$ cat src/rtl/trap_vec_pkg.sv
package trap_vec_pkg;

    localparam int XLEN      = 64;
    localparam int CAUSE_W   = 4;
    localparam int CALL_W    = 8;
    localparam int IPL_W     = 3;
    localparam int NUM_IRQ   = 4;
    localparam int SLOT_LG   = 6;
    localparam int FIXED_LG  = 7;
    localparam int LOW_CEIL  = 3;
    localparam int PC_STEP   = 4;
    localparam logic [XLEN-1:0] PRIV_CALL_AREA = XLEN'(32'h1000);
    localparam logic [XLEN-1:0] USER_CALL_AREA = XLEN'(32'h2000);

    typedef enum logic [CAUSE_W-1:0] {
        CZ_RESET   = 4'd0,
        CZ_MCHK    = 4'd1,
        CZ_IPI     = 4'd2,
        CZ_TIMER   = 4'd3,
        CZ_DEVICE  = 4'd4,
        CZ_MEMFLT  = 4'd5,
        CZ_UNALIGN = 4'd6,
        CZ_BADOP   = 4'd7,
        CZ_ARITH   = 4'd8,
        CZ_FPOFF   = 4'd9,
        CZ_SYSCALL = 4'd10
    } cause_e;

    typedef struct packed {
        logic               hit;
        cause_e             cause;
        logic [CALL_W-1:0]  arg;
    } vec_req_t;

    typedef struct packed {
        logic               taken;
        logic [XLEN-1:0]    entry;
        logic [XLEN-1:0]    saved;
        logic               mode;
    } vec_out_t;

    function automatic logic cause_known(input logic [CAUSE_W-1:0] c);
        return c <= CAUSE_W'(CZ_SYSCALL);
    endfunction

    // Highest priority level at which line i is still eligible.
    function automatic logic [IPL_W-1:0] line_ceiling(input int i);
        return IPL_W'(LOW_CEIL + i);
    endfunction

    function automatic cause_e line_cause(input int i);
        case (i)
            0:       return CZ_DEVICE;
            1:       return CZ_TIMER;
            2:       return CZ_IPI;
            default: return CZ_MCHK;
        endcase
    endfunction

endpackage

$ cat src/rtl/irq_level_mask.sv
module irq_level_mask
    import trap_vec_pkg::*;
(
    input  logic [NUM_IRQ-1:0] req_i,
    input  logic [IPL_W-1:0]   ipl_i,
    input  logic               priv_i,
    output logic [NUM_IRQ-1:0] elig_o
);
    for (genvar g = 0; g < NUM_IRQ; g++) begin : g_line
        assign elig_o[g] = req_i[g] && !priv_i && (ipl_i <= line_ceiling(g));
    end
endmodule

$ cat src/rtl/irq_priority_pick.sv
module irq_priority_pick
    import trap_vec_pkg::*;
(
    input  logic [NUM_IRQ-1:0] elig_i,
    output logic [NUM_IRQ-1:0] grant_o,
    output logic               any_o,
    output cause_e             cause_o
);
    // Higher line index wins: later iterations override earlier ones.
    always_comb begin
        grant_o = '0;
        any_o   = 1'b0;
        cause_o = CZ_RESET;
        for (int i = 0; i < NUM_IRQ; i++) begin
            if (elig_i[i]) begin
                grant_o    = '0;
                grant_o[i] = 1'b1;
                any_o      = 1'b1;
                cause_o    = line_cause(i);
            end
        end
    end
endmodule

$ cat src/rtl/vector_offset_calc.sv
module vector_offset_calc
    import trap_vec_pkg::*;
(
    input  vec_req_t        req_i,
    output logic [XLEN-1:0] offset_o
);
    logic [CALL_W-2:0] call_slot;
    logic [XLEN-1:0]   slot_bytes;

    assign call_slot  = req_i.arg[CALL_W-2:0];
    assign slot_bytes = XLEN'(call_slot) << SLOT_LG;

    always_comb begin
        if (req_i.cause == CZ_SYSCALL) begin
            offset_o = (req_i.arg[CALL_W-1] ? USER_CALL_AREA : PRIV_CALL_AREA)
                       + slot_bytes;
        end else begin
            offset_o = XLEN'(req_i.cause) << FIXED_LG;
        end
    end
endmodule

$ cat src/rtl/trap_vector_unit.sv
module trap_vector_unit
    import trap_vec_pkg::*;
(
    input  logic              clk,
    input  logic              rst,
    input  logic [3:0]        irq_lines_i,
    input  logic              exc_valid_i,
    input  logic [3:0]        exc_cause_i,
    input  logic [7:0]        exc_arg_i,
    input  logic [63:0]       pc_i,
    input  logic [63:0]       base_i,
    input  logic              priv_i,
    input  logic [2:0]        ipl_i,
    output logic              taken_o,
    output logic [63:0]       new_pc_o,
    output logic [63:0]       saved_o,
    output logic              mode_o
);
    logic [NUM_IRQ-1:0] irq_elig;
    logic [NUM_IRQ-1:0] irq_grant;
    logic               irq_any;
    cause_e             irq_cause;
    logic               exc_ok;
    vec_req_t           sel;
    logic [XLEN-1:0]    offset;
    logic [XLEN-1:0]    rec_pc;
    vec_out_t           nxt, cur;

    irq_level_mask i_mask (
        .req_i  (irq_lines_i),
        .ipl_i  (ipl_i),
        .priv_i (priv_i),
        .elig_o (irq_elig)
    );

    irq_priority_pick i_pick (
        .elig_i  (irq_elig),
        .grant_o (irq_grant),
        .any_o   (irq_any),
        .cause_o (irq_cause)
    );

    // Reserved cause codes never count as a request.
    assign exc_ok = exc_valid_i && cause_known(exc_cause_i);

    always_comb begin
        if (exc_ok) begin
            sel = '{hit: 1'b1, cause: cause_e'(exc_cause_i), arg: exc_arg_i};
        end else if (irq_any) begin
            sel = '{hit: 1'b1, cause: irq_cause, arg: '0};
        end else begin
            sel = '{hit: 1'b0, cause: CZ_RESET, arg: '0};
        end
    end

    vector_offset_calc i_ofs (
        .req_i    (sel),
        .offset_o (offset)
    );

    assign rec_pc = (sel.cause == CZ_ARITH && exc_ok) ? pc_i + XLEN'(PC_STEP) : pc_i;

    always_comb begin
        nxt = cur;
        nxt.taken = sel.hit;
        nxt.mode  = sel.hit ? 1'b1 : priv_i;
        if (sel.hit) begin
            nxt.entry = base_i + offset;
            nxt.saved = rec_pc | XLEN'(priv_i);
        end
    end

    always_ff @(posedge clk) begin
        if (rst) cur <= '0;
        else     cur <= nxt;
    end

    assign taken_o  = cur.taken;
    assign new_pc_o = cur.entry;
    assign saved_o  = cur.saved;
    assign mode_o   = cur.mode;

    a_r1_no_irq_in_priv: assert property (@(posedge clk) disable iff (rst)
        (priv_i && !exc_ok) |=> !taken_o);

    a_r2_grant_eligible: assert property (@(posedge clk) disable iff (rst)
        (irq_grant & ~irq_elig) == '0);

    a_r2_level_six_mchk_only: assert property (@(posedge clk) disable iff (rst)
        (ipl_i == 3'd6) |-> (irq_elig[2:0] == 3'b000));

    a_r3_single_grant: assert property (@(posedge clk) disable iff (rst)
        $onehot0(irq_grant));

    a_r6_saved_mode_bit: assert property (@(posedge clk) disable iff (rst)
        (taken_o && $past(priv_i)) |-> saved_o[0]);

    a_r8_mode_set_on_take: assert property (@(posedge clk) disable iff (rst)
        taken_o |-> mode_o);

    a_r8_entry_slot_aligned: assert property (@(posedge clk) disable iff (rst)
        taken_o |-> (new_pc_o[SLOT_LG-1:0] == $past(base_i[SLOT_LG-1:0])));

    a_r10_hold_when_idle: assert property (@(posedge clk) disable iff (rst)
        !taken_o |-> ($stable(new_pc_o) && $stable(saved_o)));

endmodule

$ cat config.mk
export PLATFORM = sky130hd
export DESIGN_NAME = trap_vector_unit
export DESIGN_NICKNAME = d
export VERILOG_FILES = /design/src/rtl/trap_vec_pkg.sv /design/src/rtl/irq_level_mask.sv /design/src/rtl/irq_priority_pick.sv /design/src/rtl/vector_offset_calc.sv /design/src/rtl/trap_vector_unit.sv
export SDC_FILE = /design/constraint.sdc
export NUM_CORES = 1
export LEC_CHECK = 0
export BUFFER_PORTS_ARGS = -buffer_cell sky130_fd_sc_hd__buf_2
export CORE_ASPECT_RATIO = 0.7
export CORE_MARGIN = 4
export CORE_UTILIZATION = 55
export CTS_BUF_LIST = sky130_fd_sc_hd__clkbuf_2 sky130_fd_sc_hd__clkbuf_4 sky130_fd_sc_hd__clkbuf_8
export CTS_CLUSTER_SIZE = 25
export DETAILED_ROUTE_END_ITERATION = 16
export GPL_TIMING_DRIVEN = 0
export PLACE_DENSITY_LB_ADDON = 0.3
export REMOVE_ABC_BUFFERS = 1
export SETUP_SLACK_MARGIN = 0.4
export SYNTH_ARGS = -nofsm -noshare
export SYNTH_HDL_FRONTEND = slang
export SYNTH_SLANG_ARGS = --single-unit
$ cat constraint.sdc
create_clock -name clk -period 10.8 [get_ports clk]
set_clock_uncertainty 0.2 [all_clocks]
set_input_delay 1.62 -clock clk [delete_from_list [all_inputs] [get_ports clk]]
set_output_delay 1.62 -clock clk [all_outputs]
set_load 0.05 [all_outputs]
==> summary.md, run 1 <==
| Metric | Value |
|---|---|
| Area growth syn-to-layout | 27.6% |
| Post-synthesis sequential area ratio | 35.1% |
| Root Buffer | clkbuf_8 |
| Vias per cell | about 5.6 |
| DRC violation count after routing | 0 |
| Global-route wire length before repair | roughly 35 mm |
| Sw frac | a little over a third |
| Pwr Total | 1440 uW |
| Reg2Reg Depth | 2 |
| Gr usage total | 27.6% |
| Synthesized area | 7410 um^2 |
| Worst-Skew Late Latency | 0.42 ns |
| DRT Pass-1 Iters | 6 |
| Post-cts hold buffer count | 0 |
| Worst-Margin Slew | 0.918 ns |
| Antenna violations before repair | 0 |
| Outcome | complete, no violations |
| CP max FO | 17 |
| Fraction of the cycle the final worst path needs | around 50% |
| Area fraction of the dominant cell type after synthesis | 35.1% |
| Placed inst area | 9000 um^2 |
| Worst setup EP type | flop |
| Nets | roughly 1300 |
| Routed Antenna Nets | 0 |
| Cell internal pwr | about 920 uW |
| Max Cap Viol | 0 |
| FF-to-FF setup slack | 9.85 ns |
| Final WL | 21.8 mm |
| Clock share of power | 33.4% |
| Fmax | 0.185 GHz |
| Slew HR | between 30 and 40% |
| Layout cell share with drive strength beyond 1 | 29.1% |
| Syn Inst Count | around 920 |
| Post_cts resized | 0 |
| Initial Util | between 50% and 60% |
| Startpoint class of the critical path | primary input |
| CTS tree | yes |
| Worst Setup SP | exc_cause_i[1] |
| Site Rows | 35 |
| Post CTS Setup Buffer Count | 0 |
| Critical path type | in -> reg |
| # diodes | 0 |
| Synth unique cells | 62 |
| Number of global-route vias before repair | just over 7000 |
| Die Ht | 105 um |
| Routability cong. | 0.889 |
| Clk sinks | 130 |
| Setup TNS | 0 ns |
| Die Wd | 147 um |
| GRT Residual Overflow | 0 |
| Combinational power share | 28.6% |
| Dominant cell type by area after synthesis | dfxtp_1 |
| Top cells by area, synth | dfxtp_1, a211oi_1, xnor2_1 |
| DRT iter0 DRCs | 397 |
| Pwr per Cell Area | about 150 nW/um^2 |
| Post-DP HPWL | 16.3 mm |
| Final Hold Viols | 0 |
| Reg-to-Reg End | saved_o[63]$_SDFFE_PP0P_ |
| RSZ-0062 raised after global routing | no |
| Sequential Power Share | 38.0% |
| Sw power | between 500 and 600 uW |
| Fin crit period | 5.41 ns |
| Setup violators final | 0 |
| Leakage power | 0.00397 uW |
| Wire per inst | roughly 16 um |
| Synthesized flop and latch total | 130 |
| Crit path to | new_pc_o[44]$_SDFFE_PP0P_ |
| Ys async rst share | 0% |
| Crit path DAT | 5.56 ns |
| RR Startpoint | saved_o[63]$_SDFFE_PP0P_ |
| Ys Warns | 0 |
| Clock Tree Buf Depth | 2 |
| Max VDD drop | ~0.00011 V |
| CTS clock-pin slew for the worst setup and hold paths | 0.08 ns |
| Crit path required time | 10.95 ns |
| Worst min-delay path category | reg -> reg |
| Synth Flop Type | dfxtp_1 |
| Final instance area | about 9500 um^2 |
| Via count | 7622 |
| Die Area | 15400 um^2 |
| CORE AREA | 13200 um^2 |
| EDFF count, synth | 0 |
| H-tree depth | 4 |
| Pin count of the biggest net entering global routing | 67 |
| Top-Level Pins | 281 |
| Port Buffers | 280 |
| Syn avg cell area | 8.04 um^2 |
| TritonCTS Buffers | 17 |
| Final Max Slew Viols | 0 |
[cells by family (layout without fill, tap and decap cells)]
kind of cell | after synthesis | after routing | synth area share [%]
DFF | 130 | 130 | 35.1
AOI/OAI and AO/OA | 216 | 216 | 20.8
and+or+nand+nor | 363 | 363 | 23.9
xor gates and xnor gates | 109 | 109 | 12.9
muxes | 1 | 1 | 0.135
adders and majority gates | 14 | 14 | 2.43
buffers and inverters | 88 | 347 | 4.66
[worst min-delay path by stage]
stage / endpoint / cells after the start / from / slack (ns)
2_1_floorplan: new_pc_o[32]$_SDFFE_PP0P_ / 2 / new_pc_o[32]$_SDFFE_PP0P_ / 0.47
3_3_place_gp: saved_o[58]$_SDFFE_PP0P_ / 2 / saved_o[58]$_SDFFE_PP0P_ / 0.23
3_5_place_dp: saved_o[1]$_SDFFE_PP0P_ / 2 / saved_o[1]$_SDFFE_PP0P_ / 0.24
4_1_cts: saved_o[1]$_SDFFE_PP0P_ / 2 / saved_o[1]$_SDFFE_PP0P_ / 0.26
5_1_grt: new_pc_o[11]$_SDFFE_PP0P_ / 2 / new_pc_o[11]$_SDFFE_PP0P_ / 0.29
6_report: saved_o[58]$_SDFFE_PP0P_ / 2 / saved_o[58]$_SDFFE_PP0P_ / 0.25
[metrics by stage]
stage	util [%]	std cells	worst slack, ns	hold WS [ns]
after CTS	71.7	1365	5.39	0.256
after global routing	71.7	1365	5.05	0.287
after detailed placement	68.3	1334	4.94	0.243
final	71.7	1365	5.39	0.253
after global placement	66.7	1322	0.260	0.233
after floorplan	-	857	3.11	0.469
[placed cells by master (no fill, tap or decap), drive strengths merged, types with 2 or more instances in the layout]
cell type  instances
nand3b             4
ha                12
a211oi           127
nor4               9
dfxtp            130
and4               3
nand4bb            2
nor2b              5
nor4b              2
o31ai              2
nor2             135
nand2             70
clkinvlp           2
bufinv             5
clkbuf            18
a2111oi           11
nor3              17
a21o               2
a21oi             36
a31oi              2
or4                4
inv               25
and2               4
and3              21
xnor2             75
or3                8
nand4             32
nand3             40
xor2              34
buf              292
clkinv             5
a311oi            10
o21ai             16
nand2b             2
[sequential cells by signal (all words and copies together), names as in the netlist]
signal and cells:
new_pc_o 64, saved_o 64, mode_o 1, taken_o 1
[power groups by stage]
stage               Clock (uW)  Sequential, uW  Combinational, uW
global route               511             556                441
CTS                        487             549                414
floorplan                    0             725                125
finish                     482             549                413
global placement             0             558                420
detailed placement           0             560                413
[area by class of cell]
class	count	area [um^2]
tap	185	231
inverter	24	90.1
fill	1105	3730
sequential	130	2600
multi-input combinational	703	4490
clock buffer	18	241
timing repair buffer	292	1590
clock inverter	13	210
[cell usage after synthesis (all sizes together) (2+ instances only)]
| master | count |
|---|---|
| a2111oi | 11 |
| a211oi | 127 |
| a21o | 2 |
| a21oi | 36 |
| a311oi | 10 |
| a31oi | 2 |
| and2 | 4 |
| and3 | 21 |
| and4 | 3 |
| buf | 5 |
| clkbuf | 59 |
| dfxtp | 130 |
| ha | 12 |
| inv | 24 |
| nand2 | 70 |
| nand2b | 2 |
| nand3 | 40 |
| nand3b | 4 |
| nand4 | 32 |
| nand4bb | 2 |
| nor2 | 135 |
| nor2b | 5 |
| nor3 | 17 |
| nor4 | 9 |
| nor4b | 2 |
| o21ai | 16 |
| o31ai | 2 |
| or3 | 8 |
| or4 | 4 |
| xnor2 | 75 |
| xor2 | 34 |
[routing by layer]
layer  wire length (um)  share of wire [%]  track usage (%)  vias up
met5                  0                  0                0        -
met4                362                1.7             7.52        0
met3               1920                8.8             7.24       30
met2               9970                 46             43.8      282
met1               9560                 44             37.3     3468
li1                   -                  -                -     3842
[worst max-delay path: stages]
cell	delay [ns]
buf_2	0.16
a21oi_1	0.23
o21ai_0	0.13
a31oi_2	0.68
nor2_1	0.20
and2_1	0.22
ha_1	0.20
fa_1	0.42
a21o_1	0.23
a41o_1	0.28
o21ai_2	0.39
buf_8	0.22
a2111oi_0	0.15
xnor2_1	0.17
a211oi_1	0.23
No activity file was read; power rests on OpenSTA's default activity.
==> run 2: changes to the inputs <==
ABC_AREA = 1   (was unset)
CORE_UTILIZATION = 50   (was 55)
clock period = 4.7 ns   (was 10.8 ns; I/O delays follow)
==> summary.md, run 2 <==
| Metric | Value |
|---|---|
| Synthesized area | 10200 um^2 (+38%) |
| Sw frac | 41.1% (+4.6 points) |
| Final Max Slew Viols | 0 (unchanged) |
| Final Hold Viols | 0 (unchanged) |
| Syn avg cell area | 5.41 um^2 (-33%) |
| CORE AREA | 20000 um^2 (+51%) |
| Ys Warns | 0 (unchanged) |
| Max Used Layer | met4 |
| Leakage power | 0.00698 uW (+76%) |
| Via count | 12710 (+67%) |
| Max VDD drop | 0.000339 V (+220%) |
| Slew HR | 9.28% (-29 points) |
| Antenna violations before repair | 0 (unchanged) |
| DRT iter0 DRCs | 1282 (+220%) |
| CTS clock-pin slew for the worst setup and hold paths | 0.09 ns (about the same) |
| Combinational power share | 33.1% (+4.5 points) |
| Port Buffers | 280 (unchanged) |
| Clock Tree Buf Depth | 2 (unchanged) |
| Met3 WL post-DR | 5.00 mm (+160%) |
| Worst setup EP type | flop |
| Syn Inst Count | 1894 (+110%) |
| Clk sinks | 130 (unchanged) |
| Worst min-delay path category | in -> reg |
| Outcome | complete, no violations |
| Cell internal pwr | 2130 uW (+130%) |
| Routed Antenna Nets | 0 (unchanged) |
| EDFF count, synth | 0 (unchanged) |
| Clock share of power | 31.7% (-1.7 points) |
| Worst-Margin Slew | 1.36 ns (+0.441 ns) |
| Vias per cell | 5.22 (-6.5%) |
| Most common cell in the synthesized netlist | nand2_1 |
| Die Wd | 179 um (+22%) |
| Crit path DAT | 3.99 ns (-1.57 ns) |
| CP max FO | 8 (-9) |
| Gr usage total | 34.3% (+6.6 points) |
| Number of global-route vias before repair | 11396 (+61%) |
| Post CTS Setup Buffer Count | 0 (unchanged) |
| Synth Flop Type | dfxtp_1 |
| Top-Level Pins | 281 (unchanged) |
| Worst-Skew Late Latency | 0.48 ns (+0.06 ns) |
| Sequential Power Share | 35.2% (-2.8 points) |
| DRT Pass-1 Iters | 5 (-1) |
| Global-route wire length before repair | 60.9 mm (+72%) |
| Pwr per Cell Area | 293 nW/um^2 (+92%) |
| Dominant cell type by area after synthesis | nand2_1 |
| Placed insts | 2402 (+80%) |
| # diodes | 0 (unchanged) |
| Area growth syn-to-layout | 20.3% |
| Ys async rst share | 0% (unchanged) |
| Post_cts resized | 0 (unchanged) |
| Reg2Reg Depth | 2 (unchanged) |
| Commonest non-fill, non-tap cell in the layout | nand2_1 |
| Layout cell share with drive strength beyond 1 | 16.3% (-13 points) |
| Final Hold Slack | 0.214 ns (-0.0396 ns) |
| Wire per inst | 16.6 um (+3.6%) |
| Synth unique cells | 37 (-40%) |
| Fin crit period | between 3 and 4 ns |
| Fraction of the cycle the final worst path needs | between 80% and 90% |
| GRT Residual Overflow | 0 (unchanged) |
| Post-DP HPWL | 32.8 mm (+100%) |
| Hold path depth | 3 (+1) |
| Post-cts hold buffer count | 0 (unchanged) |
| Final WL | 40.3 mm (+85%) |
| Site Rows | 43 (+23%) |
| CTS tree | yes |
| Synthesized flop and latch total | 130 (unchanged) |
| Critical path type | in -> reg |
| Most frequent cells in the layout | nand2_1, nor2_1, buf_2 |
| Max Cap Viol | 0 (unchanged) |
| Met2 WL post-DR | 15.8 mm (+59%) |
| DRC violation count after routing | 0 (unchanged) |
| Met1 Wirelength | 18.8 mm (+97%) |
| H-tree depth | 4 (unchanged) |
| Pin count of the biggest net entering global routing | 79 (+18%) |
| Final WS setup | 0.900 ns (-4.49 ns) |
| Top cells by area, synth | nand2_1, dfxtp_1, nor2_1 |
| TritonCTS Buffers | 17 (unchanged) |
| Fmax | 0.263 GHz |
| Initial Util | 51.3% (-4.9 points) |
| Die Area | 22900 um^2 (+48%) |
| Post-synthesis sequential area ratio | 25.4% (-9.7 points) |
| Startpoint class of the critical path | primary input |
| Crit path required time | 4.89 ns (-6.06 ns) |
| Pwr Total | 3620 uW (+150%) |
| Nets | 2315 (+74%) |
| Routability cong. | 1.01 (+13%) |
| Sw power | 1480 uW (+180%) |
| Pre-CTS setup slack | 0.474 ns (-4.47 ns) |
| Die Ht | 128 um (+22%) |
| Root Buffer | clkbuf_8 |
| Area fraction of the dominant cell type after synthesis | 25.5% (-9.7 points) |
| Setup violators final | 0 (unchanged) |
| Post-Layout Cell Count | 2434 (+78%) |
| Synth cell count leaders | nand2_1, nor2_1, inv_1 |
| RSZ-0062 raised after global routing | no |
[run 2: changes by cell type after synthesis, moves of 11 or more]
cell,before,now
buf_2,3,29
a211oi_1,127,0
xor2_1,34,15
nand3_1,39,175
inv_1,24,244
nor2_1,135,379
a21oi_1,36,13
o21ai_0,15,32
nand2_1,70,695
nor2_2,0,11
and3_1,20,0
xnor2_1,75,29
clkbuf_1,59,8
[run 2: path summary, 6_finish.rpt]
check	slack, ns	start	to
setup reg to reg	3.75	saved_o[50]$_SDFFE_PP0P_	saved_o[50]$_SDFFE_PP0P_
hold reg to reg	0.25	new_pc_o[4]$_SDFFE_PP0P_	new_pc_o[4]$_SDFFE_PP0P_
setup / recovery	0.90	exc_cause_i[1]	new_pc_o[48]$_SDFFE_PP0P_
hold / removal	0.21	base_i[4]	new_pc_o[4]$_SDFFE_PP0P_
[run 2: worst max-delay path, stage by stage]
cell      delay [ns]
buf_2           0.11
a21oi_1         0.17
inv_1           0.05
nand2_1         0.06
nand2_2         0.12
inv_4           0.12
nand2_2         0.07
nand2_1         0.16
nand2_1         0.19
nor3b_1         0.25
ha_1            0.32
nand2_1         0.13
inv_1           0.04
a21boi_0        0.41
inv_1           0.11
a21oi_1         0.35
inv_1           0.22
nand3_1         0.13
nand3_1         0.12
nand2_1         0.09
inv_1           0.03
[run 2: power by group through the flow]
stage          Clock, uW  Combinational (uW)  Sequential [uW]
3_5_place_dp           0                1180             1300
4_1_cts             1150                1190             1270
2_1_floorplan          0                 417             1690
3_3_place_gp           0                1180             1290
6_report            1150                1200             1270
5_1_grt             1190                1290             1290
[run 2: layout make-up]
cell class	count	area (um^2)
clock inverter	13	198
tap	270	338
sequential	130	2600
inverter	251	946
timing repair buffer	286	1540
multi-input combinational	1465	6440
fill	2024	7640
clock buffer	19	255
[run 2: stage by stage]
stage,cell area (um^2),setup TNS (ns),utilization (%)
2_1_floorplan,9980,0,-
3_3_place_gp,11700,-121.84,58.7
3_5_place_dp,11900,0,59.5
4_1_cts,12300,0,61.7
5_1_grt,12300,0,61.7
6_report,12300,0,61.7
[run 2: metal layers]
layer	up-vias	track usage, %
li1	6312	-
met5	-	0
met4	0	7.85
met1	5723	51.1
met2	617	48.3
met3	58	10.1
[run 2: kinds of logic (layout without fill, tap and decap cells)]
| kind of cell | after synthesis | in the layout | synth area share (%) |
|---|---|---|---|
| compound gates | 63 | 63 | 3.32 |
| xor+xnor | 44 | 44 | 3.76 |
| flops | 130 | 130 | 25.4 |
| simple gates | 1345 | 1345 | 54.1 |
| buf+inv | 299 | 569 | 11.8 |
| fa+ha+maj | 13 | 13 | 1.66 |
